[src/rtl/pwm_fg_pkg.sv]
package pwm_fg_pkg;

  // register map of the write port
  typedef enum logic [3:0] {
    REG_PERIOD = 4'd0,
    REG_DUTY_A = 4'd1,
    REG_DUTY_X = 4'd2,
    REG_RELOAD = 4'd3,
    REG_ARM    = 4'd4,
    REG_POL    = 4'd5,
    REG_OVR    = 4'd6,
    REG_FMASK  = 4'd7,
    REG_FILT   = 4'd8,
    REG_FCLR   = 4'd9
  } regAddr_t;

  localparam int CH_A   = 0;
  localparam int CH_B   = 1;
  localparam int CH_X   = 2;
  localparam int NUM_CH = 3;

  localparam int HALF_BIT   = 8;  // reload register: midpoint enable
  localparam int OVR_VAL_LO = 4;  // override register: first level bit
  localparam int XMASK_LO   = 8;  // fault mask register: first X bit

  // strobes from control to datapath
  typedef struct packed {
    logic loadAct;
    logic applyForce;
    logic blockPair;
    logic blockX;
  } dpStrobe_t;

endpackage

[src/rtl/pwm_fg_filter.sv]
module pwm_fg_filter #(
  parameter int FILT_W = 3
) (
  input  logic              clk,
  input  logic              rstN,
  input  logic              sampleIn,
  input  logic [FILT_W-1:0] holdCfg,
  output logic              detect
);

  localparam logic [FILT_W-1:0] RUN_MAX = {FILT_W{1'b1}};

  // number of consecutive high samples seen before this one
  logic [FILT_W-1:0] runLen;

  always_ff @(posedge clk) begin
    if (!rstN) begin
      runLen <= '0;
    end else if (!sampleIn) begin
      runLen <= '0;
    end else if (runLen != RUN_MAX) begin
      runLen <= runLen + 1'b1;
    end
  end

  assign detect = sampleIn && (runLen >= holdCfg);

endmodule

[src/rtl/pwm_fg_ctrl.sv]
module pwm_fg_ctrl
  import pwm_fg_pkg::*;
#(
  parameter int CNT_W      = 16,
  parameter int DATA_W     = 16,
  parameter int NUM_FAULTS = 8,
  parameter int FILT_W     = 3,
  parameter int RATE_W     = 4
) (
  input  logic                  clk,
  input  logic                  rstN,
  input  logic                  wrEn,
  input  logic [3:0]            wrAddr,
  input  logic [DATA_W-1:0]     wrData,
  input  logic [NUM_FAULTS-1:0] faultIn,
  input  logic                  forceStrobe,
  input  logic                  periodEnd,
  input  logic                  halfPoint,
  output dpStrobe_t             strb,
  output logic [CNT_W-1:0]      periodSh,
  output logic [CNT_W-1:0]      dutyASh,
  output logic [CNT_W-1:0]      dutyXSh,
  output logic [NUM_CH-1:0]     polSh,
  output logic [NUM_CH-1:0]     swEnSh,
  output logic [NUM_CH-1:0]     swValSh
);

  logic [RATE_W-1:0]     rateCfg;
  logic                  halfEn;
  logic                  armed;
  logic [RATE_W-1:0]     reloadCnt;
  logic [NUM_FAULTS-1:0] maskPair;
  logic [NUM_FAULTS-1:0] maskX;
  logic [FILT_W-1:0]     filtCfg;
  logic [NUM_FAULTS-1:0] faultLat;
  logic [NUM_FAULTS-1:0] faultDet;
  logic [NUM_FAULTS-1:0] clrMask;
  logic                  blockPair;
  logic                  blockX;
  logic                  fullPoint;
  logic                  loadNow;
  logic                  pairHit;
  logic                  xHit;

  function automatic logic wrHit(input regAddr_t a);
    return wrEn && (wrAddr == a);
  endfunction

  // fault glitch filters, one per line
  for (genvar f = 0; f < NUM_FAULTS; f++) begin : g_filt
    pwm_fg_filter #(.FILT_W(FILT_W)) filt_i (
      .clk     (clk),
      .rstN    (rstN),
      .sampleIn(faultIn[f]),
      .holdCfg (filtCfg),
      .detect  (faultDet[f])
    );
  end

  // configuration and shadow registers
  always_ff @(posedge clk) begin
    if (!rstN) begin
      periodSh <= '0;
      dutyASh  <= '0;
      dutyXSh  <= '0;
      rateCfg  <= '0;
      halfEn   <= 1'b0;
      polSh    <= '0;
      swEnSh   <= '0;
      swValSh  <= '0;
      maskPair <= '0;
      maskX    <= '0;
      filtCfg  <= '0;
    end else begin
      if (wrHit(REG_PERIOD)) periodSh <= wrData[CNT_W-1:0];
      if (wrHit(REG_DUTY_A)) dutyASh  <= wrData[CNT_W-1:0];
      if (wrHit(REG_DUTY_X)) dutyXSh  <= wrData[CNT_W-1:0];
      if (wrHit(REG_RELOAD)) begin
        rateCfg <= wrData[RATE_W-1:0];
        halfEn  <= wrData[HALF_BIT];
      end
      if (wrHit(REG_POL)) polSh <= wrData[NUM_CH-1:0];
      if (wrHit(REG_OVR)) begin
        swEnSh  <= wrData[NUM_CH-1:0];
        swValSh <= wrData[OVR_VAL_LO +: NUM_CH];
      end
      if (wrHit(REG_FMASK)) begin
        maskPair <= wrData[NUM_FAULTS-1:0];
        maskX    <= wrData[XMASK_LO +: NUM_FAULTS];
      end
      if (wrHit(REG_FILT)) filtCfg <= wrData[FILT_W-1:0];
    end
  end

  // reload scheduling
  assign fullPoint = periodEnd && (reloadCnt >= rateCfg);
  assign loadNow   = armed && (fullPoint || (halfEn && halfPoint));

  always_ff @(posedge clk) begin
    if (!rstN) begin
      reloadCnt <= '0;
      armed     <= 1'b0;
    end else begin
      if (periodEnd) reloadCnt <= fullPoint ? '0 : reloadCnt + 1'b1;
      if (wrHit(REG_ARM))  armed <= 1'b1;
      else if (loadNow)    armed <= 1'b0;
    end
  end

  // fault latching and safe-state control
  assign clrMask = wrHit(REG_FCLR) ? wrData[NUM_FAULTS-1:0] : '0;
  assign pairHit = |((faultLat | faultDet) & maskPair);
  assign xHit    = |((faultLat | faultDet) & maskX);

  always_ff @(posedge clk) begin
    if (!rstN) begin
      faultLat  <= '0;
      blockPair <= 1'b0;
      blockX    <= 1'b0;
    end else begin
      faultLat <= (faultLat & ~clrMask) | faultDet;
      if (pairHit)        blockPair <= 1'b1;
      else if (periodEnd) blockPair <= 1'b0;
      if (xHit)           blockX    <= 1'b1;
      else if (periodEnd) blockX    <= 1'b0;
    end
  end

  always_comb begin
    strb.loadAct    = loadNow;
    strb.applyForce = forceStrobe;
    strb.blockPair  = blockPair;
    strb.blockX     = blockX;
  end

endmodule

[src/rtl/pwm_fg_datapath.sv]
module pwm_fg_datapath
  import pwm_fg_pkg::*;
#(
  parameter int CNT_W = 16
) (
  input  logic              clk,
  input  logic              rstN,
  input  dpStrobe_t         strb,
  input  logic [CNT_W-1:0]  periodSh,
  input  logic [CNT_W-1:0]  dutyASh,
  input  logic [CNT_W-1:0]  dutyXSh,
  input  logic [NUM_CH-1:0] polSh,
  input  logic [NUM_CH-1:0] swEnSh,
  input  logic [NUM_CH-1:0] swValSh,
  output logic              periodEnd,
  output logic              halfPoint,
  output logic [NUM_CH-1:0] outBits,
  output logic [CNT_W-1:0]  dutyAAct,
  output logic [NUM_CH-1:0] polAct,
  output logic [NUM_CH-1:0] swEnAct
);

  logic [CNT_W-1:0]  cnt;
  logic [CNT_W-1:0]  periodAct;
  logic [CNT_W-1:0]  dutyXAct;
  logic [NUM_CH-1:0] swValAct;
  logic [NUM_CH-1:0] rawBits;
  logic [NUM_CH-1:0] chBlock;
  logic [NUM_CH-1:0] nxtBits;

  // the >= also recovers when a midpoint reload shrinks the period
  assign periodEnd = cnt >= periodAct;
  assign halfPoint = cnt == (periodAct >> 1);

  always_ff @(posedge clk) begin
    if (!rstN) cnt <= '0;
    else       cnt <= periodEnd ? '0 : cnt + 1'b1;
  end

  // active copies of the double-buffered values
  always_ff @(posedge clk) begin
    if (!rstN) begin
      periodAct <= '0;
      dutyAAct  <= '0;
      dutyXAct  <= '0;
    end else if (strb.loadAct) begin
      periodAct <= periodSh;
      dutyAAct  <= dutyASh;
      dutyXAct  <= dutyXSh;
    end
  end

  always_ff @(posedge clk) begin
    if (!rstN) begin
      polAct   <= '0;
      swEnAct  <= '0;
      swValAct <= '0;
    end else if (strb.applyForce) begin
      polAct   <= polSh;
      swEnAct  <= swEnSh;
      swValAct <= swValSh;
    end
  end

  assign rawBits[CH_A] = cnt < dutyAAct;
  assign rawBits[CH_B] = ~rawBits[CH_A];
  assign rawBits[CH_X] = cnt < dutyXAct;

  for (genvar ch = 0; ch < NUM_CH; ch++) begin : g_chan
    if (ch == CH_X) begin : g_third
      assign chBlock[ch] = strb.blockX;
    end else begin : g_pair
      assign chBlock[ch] = strb.blockPair;
    end

    always_comb begin
      if (chBlock[ch])      nxtBits[ch] = polAct[ch];
      else if (swEnAct[ch]) nxtBits[ch] = swValAct[ch] ^ polAct[ch];
      else                  nxtBits[ch] = rawBits[ch] ^ polAct[ch];
    end
  end

  always_ff @(posedge clk) begin
    if (!rstN) outBits <= '0;
    else       outBits <= nxtBits;
  end

endmodule

[src/rtl/pwm_fault_gen.sv]
module pwm_fault_gen
  import pwm_fg_pkg::*;
#(
  parameter int CNT_W      = 16,
  parameter int DATA_W     = 16,
  parameter int NUM_FAULTS = 8,
  parameter int FILT_W     = 3,
  parameter int RATE_W     = 4
) (
  input  logic                  clk,
  input  logic                  rstN,
  input  logic                  wrEn,
  input  logic [3:0]            wrAddr,
  input  logic [DATA_W-1:0]     wrData,
  input  logic [NUM_FAULTS-1:0] faultIn,
  input  logic                  forceStrobe,
  output logic                  outA,
  output logic                  outB,
  output logic                  outX
);

  dpStrobe_t         strb;
  logic [CNT_W-1:0]  periodSh;
  logic [CNT_W-1:0]  dutyASh;
  logic [CNT_W-1:0]  dutyXSh;
  logic [NUM_CH-1:0] polSh;
  logic [NUM_CH-1:0] swEnSh;
  logic [NUM_CH-1:0] swValSh;
  logic              periodEnd;
  logic              halfPoint;
  logic [NUM_CH-1:0] outBits;
  logic [CNT_W-1:0]  dutyAAct;
  logic [NUM_CH-1:0] polAct;
  logic [NUM_CH-1:0] swEnAct;
  logic              loadStrb;
  logic              pairSafe;
  logic              xSafe;

  pwm_fg_ctrl #(
    .CNT_W(CNT_W), .DATA_W(DATA_W), .NUM_FAULTS(NUM_FAULTS),
    .FILT_W(FILT_W), .RATE_W(RATE_W)
  ) ctrl_i (
    .clk        (clk),
    .rstN       (rstN),
    .wrEn       (wrEn),
    .wrAddr     (wrAddr),
    .wrData     (wrData),
    .faultIn    (faultIn),
    .forceStrobe(forceStrobe),
    .periodEnd  (periodEnd),
    .halfPoint  (halfPoint),
    .strb       (strb),
    .periodSh   (periodSh),
    .dutyASh    (dutyASh),
    .dutyXSh    (dutyXSh),
    .polSh      (polSh),
    .swEnSh     (swEnSh),
    .swValSh    (swValSh)
  );

  pwm_fg_datapath #(.CNT_W(CNT_W)) dp_i (
    .clk      (clk),
    .rstN     (rstN),
    .strb     (strb),
    .periodSh (periodSh),
    .dutyASh  (dutyASh),
    .dutyXSh  (dutyXSh),
    .polSh    (polSh),
    .swEnSh   (swEnSh),
    .swValSh  (swValSh),
    .periodEnd(periodEnd),
    .halfPoint(halfPoint),
    .outBits  (outBits),
    .dutyAAct (dutyAAct),
    .polAct   (polAct),
    .swEnAct  (swEnAct)
  );

  assign loadStrb = strb.loadAct;
  assign pairSafe = strb.blockPair;
  assign xSafe    = strb.blockX;

  assign outA = outBits[CH_A];
  assign outB = outBits[CH_B];
  assign outX = outBits[CH_X];

endmodule

[config.mk]
export PLATFORM = sky130hd
export DESIGN_NAME = pwm_fault_gen
export DESIGN_NICKNAME = d
export VERILOG_FILES = /design/src/rtl/pwm_fg_pkg.sv /design/src/rtl/pwm_fg_filter.sv /design/src/rtl/pwm_fg_ctrl.sv /design/src/rtl/pwm_fg_datapath.sv /design/src/rtl/pwm_fault_gen.sv
export SDC_FILE = /design/constraint.sdc
export NUM_CORES = 1
export LEC_CHECK = 0
export BUFFER_PORTS_ARGS = -buffer_cell sky130_fd_sc_hd__buf_4
export CAP_MARGIN = 20
export CORE_UTILIZATION = 65
export CTS_BUF_LIST = sky130_fd_sc_hd__clkbuf_8
export CTS_CLUSTER_SIZE = 14
export DETAILED_ROUTE_END_ITERATION = 10
export PLACE_DENSITY = 0.92
export SETUP_SLACK_MARGIN = 0.15
export SLEW_MARGIN = 20
export SYNTH_ARGS = -nofsm -noshare
export SYNTH_HDL_FRONTEND = slang
export SYNTH_SLANG_ARGS = --single-unit
[constraint.sdc]
create_clock -name clk -period 5.9 [get_ports clk]
set_clock_uncertainty 0.2 [all_clocks]
set_input_delay 1.475 -clock clk [delete_from_list [all_inputs] [get_ports clk]]
set_output_delay 1.475 -clock clk [all_outputs]
set_load 0.005 [all_outputs]
# Word-level counts from Yosys, hierarchy flattened
# Cells that the tools add are included.
[op_classes]
add_sub_neg = 10
mul = 0
n_div = 0
order_cmp = 12
eq_ne = 18
shifts = 0
n_mux = 13
n_bitwise = 14
n_reduce_logical = 37
[op_table]
columns = ["op", "count"]
rows = [
  ["less-than comparator 16 bit", 2],
  ["adder 3 x 1 -> 3 bit (second input constant)", 8],
  ["bitwise AND 8 bit", 3],
  ["greater-or-equal comparator 3 bit", 8],
  ["!= test 3 bit (second input constant)", 8],
  ["logical AND 1 bit", 21],
  ["adder 16 x 1 -> 16 bit (second input constant)", 1],
  ["equality test 16 x 15 -> 1 bit", 1],
  ["equality test 4 x 3 -> 1 bit (second input constant)", 4],
  ["greater-or-equal comparator 16 bit", 1],
  ["bitwise OR 8 bit", 2],
  ["AND reduction 2 bit", 8],
  ["OR reduction 8 bit", 2],
  ["2-to-1 mux 1 bit", 11],
  ["equality test 4 x 2 -> 1 bit (second input constant)", 2],
  ["equality test 4 bit (second input constant)", 2],
  ["2-to-1 mux 8 bit", 1],
  ["NOT 8 bit", 1],
  ["nonzero test 2 bit", 3],
  ["XOR 1 bit", 6],
  ["adder 4 x 1 -> 4 bit (second input constant)", 1],
  ["equality test 4 x 1 -> 1 bit (second input constant)", 1],
  ["greater-or-equal comparator 4 bit", 1],
  ["zero test 4 bit", 1],
  ["other kinds (4)", 5],
]
[totals]
ff_bits = 196
latch_bits = 0
ram_bits = 0
mem_bits_ro = 0
input_bits = 32
word_cells = 136
mem_count = 0

# Depth between registers and ports, before layout
# Gate-level depths: netlist of the first run.
[depth]
word_depth = 6
ltp_mapped = 11
mapped_depth_nobuf = 8

# Cells and area by module
# A second synthesis of the first run with hierarchy kept.
[hier_totals]
cells_unflattened = 1077
hier_area_um2 = 9879.5
[by_module_without_submodules]
columns = ["module", "n_inst", "cells_per_inst", "area_per_inst_um2"]
rows = [
  ["pwm_fg_datapath", 1, 456, 4249.1],
  ["pwm_fg_ctrl", 1, 437, 4028.9],
  ["pwm_fg_filter", 8, 23, 200.2],
]

# Least setup slack after synthesis of the first run
# OpenSTA, ideal clock, no wires.
[synth_timing]
path_kind = "input port to flip-flop"
from = "input port wrAddr[2]"
to = "register ctrl_i.periodSh[10]"
arrival_ns = 2.790
required_ns = 5.630
setup_slack_ns = 2.840
path_stages = 5
cell_sequence = "or3b_2 nor3_1 buf_2 nand2_1 a21oi_1"
[synth_via]
elab_chain_cells = 2
[synth_rtl]
columns = ["element", "line", "source"]
rows = [
  ["start, declared", "pwm_fault_gen.sv:13", "input logic [3:0] wrAddr,"],
  ["zero test 4 bit", "pwm_fg_ctrl.sv:46", "return wrEn && (wrAddr == a);"],
  ["logical AND 1 bit", "pwm_fg_ctrl.sv:46", ""],
  ["end signal, assigned", "pwm_fg_ctrl.sv:75", "if (wrHit(REG_PERIOD)) periodSh <= wrData[CNT_W-1:0];"],
  ["end, declared", "pwm_fg_ctrl.sv:20", "output logic [CNT_W-1:0] periodSh,"],
]
# Every way passes these cells.
# A chain may end at the register's enable or synchronous reset.

# Worst setup path in the final report of the first run
[layout_timing]
from = "register dp_i.periodAct[11]"
to = "register dp_i.dutyXAct[0]"
[layout_via]
elab_chain_cells = 4
[layout_rtl]
columns = ["element", "line", "source"]
rows = [
  ["start, declared", "pwm_fg_datapath.sv:24", "logic [CNT_W-1:0] periodAct;"],
  ["start signal, assigned", "pwm_fg_datapath.sv:47", "periodAct <= periodSh;"],
  ["greater-or-equal comparator 16 bit / equality test 16 x 15 -> 1 bit (equally long branches)", "pwm_fg_datapath.sv:32, pwm_fg_datapath.sv:33", ""],
  ["logical AND 1 bit (on tied branches)", "pwm_fg_ctrl.sv:96, pwm_fg_ctrl.sv:97", ""],
  ["logical OR 1 bit (*)", "pwm_fg_ctrl.sv:97", "assign loadNow = armed && (fullPoint || (halfEn && halfPoint));"],
  ["logical AND 1 bit (*)", "pwm_fg_ctrl.sv:97", ""],
  ["end signal, assigned", "pwm_fg_datapath.sv:49", "dutyXAct <= dutyXSh;"],
  ["end, declared", "pwm_fg_datapath.sv:25", "logic [CNT_W-1:0] dutyXAct;"],
]
# Every way passes the cells marked *; elsewhere a longest branch is shown, timed or not.

==> impl_metrics.toml, run 1 <==
[run_status]
status = "completed"

[critical_path]
cp.required_ns = 6.09
crit_type = "reg -> reg"
worst-path-stages = 9
startpoint_type = "register"
cp_num_buf_inv = 2
critPathCaptureType = "register"
critPathTopFamily = "compound AO/OA/AOI/OAI gates"
cp_cell_sequence = "inv_1 > ha_1 > nand2_1 > nor2_1 > nor2b_1 > a221oi_2 > o311a_2 > buf_4 > mux2i_1"
slowest_delay_ns = 0.92
cp_slowest_cell = "o311a_2"
crit_fanout = 30
reg2reg_depth = 9
arrival_ns = 3.84

[finish]
diodes = 0
layout_common_cells = "nand2_1 (245), dfxtp_1 (196), mux2i_1 (109), nor2_1 (100), ha_1 (92)"
finalNetCount = 1262
drive_gt1_share_pct = 6.78
fill_cells = 1059
syn2layout_area_growth_pct = 7.39
instances_no_fill = 1334
layout_commonest_cell = "nand2_1"

[drt]
ant_nets = 0
viasPerCell = 5.86
wire_per_inst_um = 16.6
vias = 7816
drt-total-wl_um = 22100
drc = 0
drtIter0Drc = 587
dr.pass1.iters = 7

[synth]
synth-seq-cells = 196
synthesis.area_um2 = 9670
async_flop_share_pct = 0
syn-num-nets = 1248
synth_top_cell_by_area = "dfxtp_1"
synth_cells = 1124
synth_edf_count = 0
synth_area_leaders = "dfxtp_1 (41%), ha_1 (12%), mux2i_1 (11%), nand2_1 (9.5%), a21oi_1 (4.6%)"
yosys_warnings = 0
netlist.area_leader.share_pct = 40.6
avgSynthCellArea_um2 = 8.60
ys.flop_type = "dfxtp_1"
synth_cell_types = 51
yosysSeqAreaShare_pct = 40.6

[floorplanning]
die_h_um = 124
rows = 44
start_util_pct = 66.5
core_area_um2 = 14500
fp.dieArea_um2 = 15400
die_w_um = 124
io_pins = 35

[clock_tree]
clock-sinks = 196
root_buffer = "clkbuf_8"
clk_latency_ns = 0.48
post_cts_resize_count = 0
cts_tree = "done"
post-cts-setup-buffer-count = 0
h-tree-depth = 4
path_clk_slew_ns = 0.10
cts_buffer_depth = 2
cts_hold_buf = 0
cts_buffers = 17

[global_routing]
grt_max_degree = 69
globalRouteOverflowTotal = 0
grt_pass1_wl_um = 35500
grt_usage_pct = 30.6
grt_antenna_before_repair = 0
grt_pass1_vias = 7493

[hold_path]
worstHoldPathType = "reg -> reg"
hold-path-cell-count = 2

[sta]
fin_crit_sh_pct = 61.8
worst_slew_pin_slew_ns = 1.06
tns_ns = 0
report.final.slew_viol_count = 0
finalHoldViolCount = 0
setup_viol = 0
fmax_ghz = 0.274
relSlewSlack_pct = 29.0
period_minus_slack_ns = 3.64
rsz0062_at_grt = "no"

[place]
port_buffers = 34
gp_congestion = 0.915
placed_cells = 1303
hpwlAfterDp_um = 15800

[flow_run]
cap_violations = 0

[power]
power_per_cell_area_nw_per_um2 = 227
p_leak_nw = 4.11
vdd_drop_max_uv = 236
==> per-layer routing <==
layer  vias up  share of wire (%)  global-route usage (%)
met4         0                4.4                    16.1
met5         -                  0                       0
met1      3643                 41                    36.6
li1       3811                  -                       -
met3        80                7.0                    7.51
met2       282                 48                    50.7
==> cell usage after synthesis (10+ instances only) <==
library cell	number
a21oi_1	88
clkbuf_1	36
xor2_1	17
dfxtp_1	196
o21ai_0	22
nand2_1	245
mux2i_1	109
nor2_1	100
a21o_1	10
nand3_1	20
nand4_1	15
inv_1	66
nand2b_1	15
ha_1	92
nor2b_1	11
xnor2_1	19
==> worst min-delay path, delay by kind of cell, from the launching register on <==
kind | cells | cell delay, ns
AO/OA/AOI/OAI | 1 | 0.05
flip-flops | 1 | 0.32
AND/OR/NAND/NOR | 1 | 0.05
==> cells by family after synthesis <==
family          synth area share [%]
compound gates                  9.46
xor+xnor                        3.26
fa+ha+maj                       11.9
buf+inv                         4.62
flops                           40.6
mux                             11.3
simple gates                    18.9
==> registers in the layout (all words and copies together), names as in the netlist, 8 cells and up <==
name	flops
ctrl_i.faultLat	8
dp_i.dutyAAct	16
ctrl_i.dutyASh	16
ctrl_i.periodSh	16
ctrl_i.g_filt.filt_i.runLen	24
dp_i.periodAct	16
ctrl_i.maskX	8
ctrl_i.dutyXSh	16
dp_i.dutyXAct	16
dp_i.cnt	16
ctrl_i.maskPair	8
==> final cells by class <==
class	instances	area, um^2	share of cell area, %
multi-input combinational	818	5300	51.0
sequential	196	3920	37.8
timing repair buffer	39	293	2.82
clock buffer	19	262	2.52
inverter	66	248	2.39
tap	184	230	2.22
clock inverter	12	128	1.23
==> power breakdown <==
group          switching, W  internal, W  leakage (nW)
Combinational     0.0000904    0.0000505          2.32
Clock              0.000467     0.000398         0.208
Sequential        0.0000127      0.00134          1.59
==> per-stage QoR <==
stage	worst slack, ns	utilization, %	hold WS (ns)	instance area (um^2)	total power (W)
2_1_floorplan	2.84	-	0.230	9670	0.00147
3_3_place_gp	2.42	68.7	0.241	9990	0.00152
3_5_place_dp	2.33	68.7	0.247	9990	0.00152
4_1_cts	2.31	71.4	0.260	10400	0.00237
5_1_grt	2.05	71.4	0.277	10400	0.00244
6_report	2.26	71.4	0.257	10400	0.00236
==> path summary, 6_finish.rpt <==
kind / endpoint / start / slack, ns
worst min-delay path: ctrl_i.dutyASh[6] / ctrl_i.dutyASh[6] / 0.26
worst max-delay path: dp_i.dutyXAct[0] / dp_i.periodAct[11] / 2.26
worst max register to register: dp_i.dutyXAct[0] / dp_i.periodAct[11] / 2.26
worst min register to register: ctrl_i.dutyASh[6] / ctrl_i.dutyASh[6] / 0.26
(Power assumes the default switching activity.)
==> run 2: changes to the inputs <==
- ABC_AREA: unset -> 1
- CORE_UTILIZATION: 65 -> 58
- PLACE_DENSITY: 0.92 -> 0.87
- clock period: 5.9 -> 3.15 ns (I/O delays scaled with it)
==> impl_metrics.toml, run 2 <==
[clock_tree]
cts_buffers = 17
cts_buffer_depth = 2
root_buffer = "clkbuf_8"
h-tree-depth = 4
post_cts_resize_count = 0
post-cts-setup-buffer-count = 0
clk_latency_ns = 0.49
cts_tree = "done"
cts_hold_buf = 0
clock-sinks = 196
path_clk_slew_ns = 0.10

[sta]
hold_ws_ns = 0.261
fin_crit_sh_pct = 83.0
report.final.slew_viol_count = 0
relSlewSlack_pct = 57.7
worst_slew_pin_slew_ns = 0.632
finalHoldViolCount = 0
rsz0062_at_grt = "no"
period_minus_slack_ns = 2.62
tns_ns = 0
setup_viol = 0
fmax_ghz = 0.382

[run_status]
status = "completed"

[synth]
synth-seq-cells = 196
synth_cell_types = 30
netlist.area_leader.share_pct = 40.3
yosys_warnings = 0
syn-num-nets = 1464
synth.most_common_cell = "nand2_1"
synthXorXnorAreaFrac_pct = 0.989
synthTopCellsByCount = "nand2_1 (240), dfxtp_1 (196), a21oi_1 (194)"
synthesis.area_um2 = 9740
async_flop_share_pct = 0
synth_area_leaders = "dfxtp_1 (40%), ha_1 (12%), a21oi_1 (10%), nand2_1 (9.3%), inv_1 (6.9%)"
yosysSeqAreaShare_pct = 40.3
synthSimpleGateAreaFrac_pct = 21.5
post_synth_fa_ha_maj_area_fraction_pct = 11.8
synth_edf_count = 0
synth_compound_area_share_pct = 15.7
avgSynthCellArea_um2 = 7.27
synth_top_family_by_area = "simple AND/OR/NAND/NOR gates"
synthMuxAreaShare_pct = 0
synth_top_cell_by_area = "dfxtp_1"
ys.flop_type = "dfxtp_1"
synth_cells = 1340

[finish]
syn2layout_area_growth_pct = 8.20
diodes = 0
drive_gt1_share_pct = 6.15
finalNetCount = 1477
top_register = "ctrl_i.g_filt.filt_i.runLen"
layout_commonest_cell = "nand2_1"
layout_common_cells = "nand2_1 (240), dfxtp_1 (195), a21oi_1 (194), inv_1 (178), nor2_1 (137)"
utilization_pct = 64.0
largest_reg_flops = 24

[drt]
viasPerCell = 5.44
drc = 0
ant_nets = 0
vias = 8630
wire_per_inst_um = 13.7
dr.pass1.iters = 5
drtIter0Drc = 563
drt-total-wl_um = 21700

[global_routing]
grt_pass1_vias = 7992
globalRouteOverflowTotal = 0
grt_max_degree = 95
grt_antenna_before_repair = 0
grt_usage_pct = 25.7
grt_pass1_wl_um = 36400

[flow_run]
cap_violations = 0

[power]
combPwrFrac_pct = 10.9
p_leak_nw = 4.58
clkPwrFrac_pct = 34.4
p_int_w = 0.00335
p_sw_w = 0.00138
power_per_cell_area_nw_per_um2 = 449
pwr-share-seq_pct = 54.7
vdd_drop_max_uv = 397
swShare_pct = 29.2

[floorplanning]
core_area_um2 = 16500
die_h_um = 132
fp.dieArea_um2 = 17300
die_w_um = 132
start_util_pct = 59.1
rows = 47
io_pins = 35

[critical_path]
arrival_ns = 2.80
crit_fanout = 16
startpoint_type = "register"
crit_type = "reg -> reg"
cp.required_ns = 3.34
critPathCaptureType = "register"

[hold_path]
worstHoldPathType = "reg -> reg"

[place]
port_buffers = 34
hpwlAfterDp_um = 15700
gp_congestion = 0.872
run 2: changes by cell type after synthesis, moves of 9 or more:
cell / change
a21oi_1: +106
mux2i_1: -109
nor2_1: +37
xor2_1: -9
xnor2_1: -16
nor2b_1: -11
inv_1: +112
o21ai_0: +81
a21o_1: -10
nand2b_1: -15
nand3_1: +60
nor3_1: +18
run 2: cell families (layout without fill, tap and decap cells):
kind of cell	after synthesis	count (layout)
compound gates	304	304
fa+ha+maj	92	92
flops	196	196
buf+inv	233	259
simple gates	504	504
xor+xnor	11	11
run 2: cell type report:
type / instances / area, um^2
Clock buffer: 18 / 248
Clock inverter: 14 / 151
Fill cell: 1434 / 5930
Inverter: 182 / 683
Multi-Input combinational cell: 911 / 4880
Sequential cell: 196 / 3930
Tap cell: 220 / 275
Timing Repair Buffer: 45 / 375
run 2: worst max-delay path, cell delays in order, from the launching register on:
cell and delay [ns]:
dfxtp_1 0.52, ha_1 0.31, nand2_1 0.09, o21bai_1 0.10, a21oi_1 0.08, nor2_1 0.15, nand2_2 0.14, inv_1 0.16
nand2_1 0.39, nor3b_1 0.36
run 2: final timing paths:
path	from	endpoint	slack, ns	cells after the start
setup / recovery	dp_i.cnt[11]	dp_i.cnt[5]	0.53	9
hold / removal	ctrl_i.periodSh[5]	ctrl_i.periodSh[5]	0.26	2
setup reg to reg	dp_i.cnt[11]	dp_i.cnt[5]	0.53	9
hold reg to reg	ctrl_i.periodSh[5]	ctrl_i.periodSh[5]	0.26	2
run 2: stage by stage:
| stage | instance area, um^2 | power, W | instances | worst slack, ns |
|---|---|---|---|---|
| floorplan | 9740 | 0.00301 | 1340 | 0.955 |
| global placement | 10100 | 0.00313 | 1554 | 0.718 |
| detailed placement | 10100 | 0.00315 | 1554 | 0.597 |
| CTS | 10500 | 0.00474 | 1586 | 0.574 |
| global route | 10500 | 0.00491 | 1586 | 0.251 |
| finish | 10500 | 0.00473 | 1586 | 0.534 |
run 2: metal layers:
layer	global-route usage [%]	vias to the layer above	share of wire (%)
li1	-	4395	-
met1	32.9	3941	45
met2	43.0	248	47
met3	4.09	46	5.7
met4	10.5	0	2.5
met5	0	-	0
run 2: power by group through the flow:
| stage | registers (W) | clock network, W | logic [W] |
|---|---|---|---|
| after floorplan | 0.00263 | 0 | 0.000380 |
| after global placement | 0.00264 | 0 | 0.000488 |
| final | 0.00259 | 0.00163 | 0.000514 |
| after detailed placement | 0.00264 | 0 | 0.000507 |
| after global routing | 0.00259 | 0.00174 | 0.000579 |
| after CTS | 0.00258 | 0.00164 | 0.000509 |
